File: src/rtl/exec_unit.sv
`timescale 1ns/1ps
module exec_unit #(
  parameter int W = 32
) (
  input  logic [31:0]  ir,
  input  logic [W-1:0] npc,
  input  logic [W-1:0] opa,
  input  logic [W-1:0] opb,
  input  logic [W-1:0] imm,
  output logic [W-1:0] alu_out,
  output logic [W-1:0] mul_hi,
  output logic         cond
);
  localparam logic [5:0] OP_REG = 6'h00, OP_BEQ = 6'h04, OP_ADDI = 6'h08,
                         OP_SLTI = 6'h0A, OP_SLTIU = 6'h0B, OP_ANDI = 6'h0C,
                         OP_ORI = 6'h0D, OP_LUI = 6'h0F, OP_LW = 6'h23, OP_SW = 6'h2B;
  localparam logic [5:0] FN_SLL = 6'h00, FN_SRL = 6'h02, FN_MUL = 6'h18,
                         FN_ADD = 6'h20, FN_SUB = 6'h22, FN_AND = 6'h24, FN_OR = 6'h25;

  logic [5:0]     opc, fn;
  logic [4:0]     sh;
  logic [W-1:0]   zimm;
  logic [2*W-1:0] prod;

  assign opc  = ir[31:26];
  assign fn   = ir[5:0];
  assign sh   = ir[10:6];
  assign zimm = {{(W-16){1'b0}}, ir[15:0]};
  assign prod = $signed({{W{opa[W-1]}}, opa}) * $signed({{W{opb[W-1]}}, opb});

  always_comb begin
    alu_out = '0;
    mul_hi  = '0;
    cond    = 1'b0;
    case (opc)
      OP_REG: begin
        case (fn)
          FN_ADD: alu_out = opa + opb;
          FN_SUB: alu_out = opa - opb;
          FN_AND: alu_out = opa & opb;
          FN_OR:  alu_out = opa | opb;
          FN_SLL: alu_out = opb << sh;
          FN_SRL: alu_out = opb >> sh;
          FN_MUL: begin
            alu_out = prod[W-1:0];
            mul_hi  = prod[2*W-1:W];
          end
          default: ;
        endcase
      end
      OP_ADDI, OP_LW, OP_SW: alu_out = opa + imm;
      OP_ANDI:  alu_out = opa & zimm;
      OP_ORI:   alu_out = opa | zimm;
      OP_SLTI:  alu_out = {{(W-1){1'b0}}, $signed(opa) < $signed(imm)};
      OP_SLTIU: alu_out = {{(W-1){1'b0}}, opa < imm};
      OP_LUI:   alu_out = {ir[15:0], {(W-16){1'b0}}};
      OP_BEQ: begin
        cond    = (opa == opb);
        alu_out = npc + (imm << 2);
      end
      default: ;
    endcase
  end
endmodule

File: config.mk
export PLATFORM = sky130hd
export DESIGN_NAME = exec_unit
export DESIGN_NICKNAME = d
export VERILOG_FILES = /design/src/rtl/exec_unit.sv
export SDC_FILE = /design/constraint.sdc
export NUM_CORES = 2
export LEC_CHECK = 0
export BUFFER_PORTS_ARGS = -buffer_cell sky130_fd_sc_hd__buf_2
export CORE_MARGIN = 5
export CORE_UTILIZATION = 30
export DETAILED_ROUTE_END_ITERATION = 10
export PLACE_DENSITY = 0.47
export SLEW_MARGIN = 10
export SYNTH_ARGS = -nofsm -noshare
export SYNTH_HDL_FRONTEND = slang
export SYNTH_SLANG_ARGS = --single-unit
File: constraint.sdc
create_clock -name vclk -period 13.6
set_input_delay 2.04 -clock vclk [all_inputs]
set_output_delay 2.04 -clock vclk [all_outputs]
set_load 0.005 [all_outputs]
; ---- Yosys cells after proc, flatten, opt, wreduce, memory -nomap -nowiden
; Index checks and enable logic that the tools add are counted.
; Widths: inputs -> output; s select.
[op_classes]
add_sub_neg = 4
mul = 1
order_cmp = 2
eq_ne = 16
n_shift = 2
mux = 5
bitwise_logic = 4
reduce_logical = 3
[ops]
columns = operator, count
row1 = $pmux 32 s8, 1
row2 = $pmux 32 s7, 1
row3 = $add 32x32->32, 3
row4 = $lt 32x32->1, 2
row5 = $mul 32x32->64, 1
row6 = $mux 32, 2
row7 = $eq 6x4->1 const B, 6
row8 = $eq 6x6->1 const B, 6
row9 = $and 32x16->32, 1
row10 = $and 32x32->32, 1
row11 = $eq 32x32->1, 1
row12 = $or 32x16->32, 1
row13 = $or 32x32->32, 1
row14 = $shl 32x5->32, 1
row15 = $shr 32x5->32, 1
row16 = $sub 32x32->32, 1
row17 = $logic_not 6->1, 2
row18 = $eq 6x2->1 const B, 1
row19 = $eq 6x3->1 const B, 1
row20 = $eq 6x5->1 const B, 1
row21 = $reduce_or 3->1, 1
row22 = $mux 1, 1
[word_totals]
reg_bits = 0

; ---- Logic depth before layout (Yosys ltp)
[logic_depth]
ltp_word = 3
ltp_mapped = 32

; ---- Worst setup path before layout
; OpenSTA, ideal clock, no wires.
[synth_path]
kind = in2out
start = input opb[4]
end = output mul_hi[30]
arrival_time_ns = 9.717
t_required_ns = 11.560
path_slack_ns = 1.843
cell_stages = 25
path_buffers = 4
cell_sequence = clkbuf_1 -> clkbuf_1 -> inv_1 -> clkbuf_1 -> nor2_1 -> fa_1 -> fa_1 -> fa_1 -> fa_1 -> fa_1 -> inv_1 -> fa_1 -> fa_1 -> fa_1 -> inv_1 -> ha_1 -> clkbuf_1 -> a21o_1 -> a21o_1 -> a21oi_1 -> or4b_2 -> nor3_1 -> o31ai_1 -> xnor2_1 -> nor2_1
[synth_between]
elab_chain_len = 3
[synth_lines]
columns = element, line_no
row1 = start: declaration, 8  ; input logic [W-1:0] opb,
row2 = $mul 32x32->64, 29  ; assign prod = $signed({{W{opa[W-1]}}, opa}) * $signed({{W{opb[W-1]}}, opb});
row3 = $mux 32, 37  ; case (fn)
row4 = $mux 32, 35  ; case (opc)
row5 = end: declaration, 11  ; output logic [W-1:0] mul_hi,
; Every way passes these cells.

; ---- Worst setup path in the final report
[layout_path]
start = input opa[22]
end = output alu_out[29]
[layout_between]
elab_chain_len = 3
elab_cells_between_ends = 6
classes_between = 3 x add/sub / 1 x mul / 2 x mux
[layout_lines]
columns = element, line_no
row1 = start: declaration, 7  ; input logic [W-1:0] opa,
row2 = "$mul 32x32->64, or another cell as far along", 29
row3 = $pmux 32 s7, 37
row4 = $pmux 32 s8 *, 35
row5 = end: declaration, 10  ; output logic [W-1:0] alu_out,
; Mark *: on every way between the ends. The rest lies on a longest branch, timed or not.

==> impl_results.md <==
- Placed cells: 8004
- I/O Pins: 225
- DR vias/cell: 5.30
- Final instance area: between 50000 and 60000 um2
- Max Fclk: 78.2 MHz
- FFs & Latches: 0
- Critical Path AT: ~11 ns
- Cts hold-fix bufs: 0
- Final non-filler cell total: ~8000
- Footprint of the multi-input gates: ~42000 um2
- Synth area leaders: fa_1 45%, ha_1 9.7%, inv_1 9.2%
- Post-CTS sizing: 0
- Max capacitance violation total: 0
- Slew Limit Fails: 0
- Simple-Gate Fraction of Synth Area: 0.140
- Vias in the first global route: approximately 44000
- Crit end category: output port
- Cells after synthesis: 5815
- Fin. Hold Viols: 0
- Gp weighted congestion: ~0.97
- Final HPWL DP: approximately 180 mm
- Final setup fails: 0
- Xor and xnor fraction of the mapped netlist area: 0.0274
- Register area: 0 um2
- RSZ-0062 raised after global routing: false
- Area grow syn2layout: 8.97%
- Post-Route WL: ~210 mm
- Yosys top cell area share: 0.454
- Gr usage total: 0.252
- Outcome: complete, no violations
- Hold path depth: 4
- Warnings from Yosys: 0
- Fill count: approximately 17000
- Num rows: about 150
- Hold crit path type: input pin to output port
- Yosys cell types: between 70 and 80
- Clock buffer cells: 0
- Crit share post-route: 0.940
- Mapped cell area: roughly 48000 um2
- DRT Pass-1 Iters: 7
- Slew HR: 0.228
- First-pass GRT wire length: ~310 mm
- Avg WL per Cell: approximately 27 um
- Initial cell density of the core: 0.302
- Tmin final: approximately 13 ns
- Worst Path Class, Setup: input pin to output port
- Yosys top cell by area: fa_1
- Critical Path Source Type: input pin
- Iteration-0 DRC Markers: ~4000
- Post-synthesis adder-cell area fraction: 0.551
- Fin Hold WS: 4.52 ns
- Post-Route Setup TNS: 0 ns
- Detailed-route via count: 42425
- Syn Nets: about 7400
- Die ar.: roughly 170000 um2
- Synth top cells by count: 1180 x inv_1, 1086 x fa_1, 770 x nor2_1
- Share of layout cells above drive strength 1: 0.0920
- Mux cell area share after synthesis: 0.0382
- Maximum number of pins on one net before global-route repair: 72
- Die width: about 410 um
- # DRC: 0
- IO Port Bufs: around 220
- Main combinational cell family by area after synthesis: adder cells
- Placeable Area: 159000 um2
- Die extent in y: 410 um
- Worst Max-Slew Pin Slew: approximately 1.1 ns
- Critical Path Fanout Max: 24
- Initial antenna violation count: 9
- Most frequent cell after synthesis: inv_1
- Fin nets: 7552
- Post-synthesis compound-gate area fraction: 0.121
- Post-CTS Setup Inserts: 0
- Area after DPL: approximately 52000 um2
- Gr ovfl total: 0
- ANT nets after route: 0
- Seq/Total Area, Yosys: 0
- Synth Area per Inst: 8.24 um2
- CP Data Required Time: roughly 12 ns
[cell families after synthesis]
logic type,Yosys count
fa+ha+maj,1458
buf+inv,1547
xor+xnor,150
simple gates,1644
compound gates,888
mux,128
[per-layer routing]
layer  up-vias  GRT usage  part of all wire
met5         -          0          0.000038
met4         2      0.101             0.053
met3       305     0.0266             0.070
met2      1776      0.402              0.45
met1     22001      0.353              0.43
li1      18341          -                 -
[cell type report]
class / count / area share
inverters: 1212 / 0.0872
diodes: 3 / 0.000144
well taps: 2072 / 0.0497
multi-input cells: 4268 / 0.807
repair buffers: 452 / 0.0564
[final timing paths]
kind / start / end
min: npc[1] / alu_out[1]
max: opa[22] / alu_out[29]
[critical path, cell delays in order]
cell and delay (ns):
buf_2 0.69, inv_2 0.46, nor2_1 0.21, ha_1 0.27, fa_1 0.53, inv_1 0.05, fa_1 0.48, fa_1 0.55
inv_1 0.05, fa_1 0.48, fa_1 0.56, fa_1 0.44, fa_1 0.45, ha_1 0.37, a21o_1 0.18, a21o_1 0.18
a211o_1 0.39, a211o_1 0.39, and2_1 0.27, nand4b_1 0.54, a31oi_1 0.52, o21bai_1 0.17, a21oi_1 0.10, nand4_1 0.15
buf_2 0.13
[cell usage in the layout, fill, tap and decap left out, types with 24 or more instances in the layout]
cell	n
buf_4	231
o22ai_1	31
nor2_1	768
inv_1	1180
o21a_1	27
o211ai_1	24
o21bai_1	37
a211oi_1	51
fa_1	1086
buf_2	214
o21ai_0	171
a31oi_1	36
ha_1	372
a21oi_1	240
xor2_1	42
nand2_1	632
nand4_1	31
a21o_1	77
nand3_1	30
nor3_1	50
mux4_2	43
mux2i_1	77
xnor2_1	108
[metrics by stage]
stage / worst slack (ns) / utilization
3_5_place_dp: 0.858 / 0.329
6_report: 0.812 / 0.329
3_3_place_gp: 0.807 / 0.329
5_1_grt: 0.446 / 0.329
2_1_floorplan: 1.84 / -
4_1_cts: 0.792 / 0.329
Power is not shown: default switching activity piles up to over one toggle a cycle in this logic, so the estimate is an artifact.
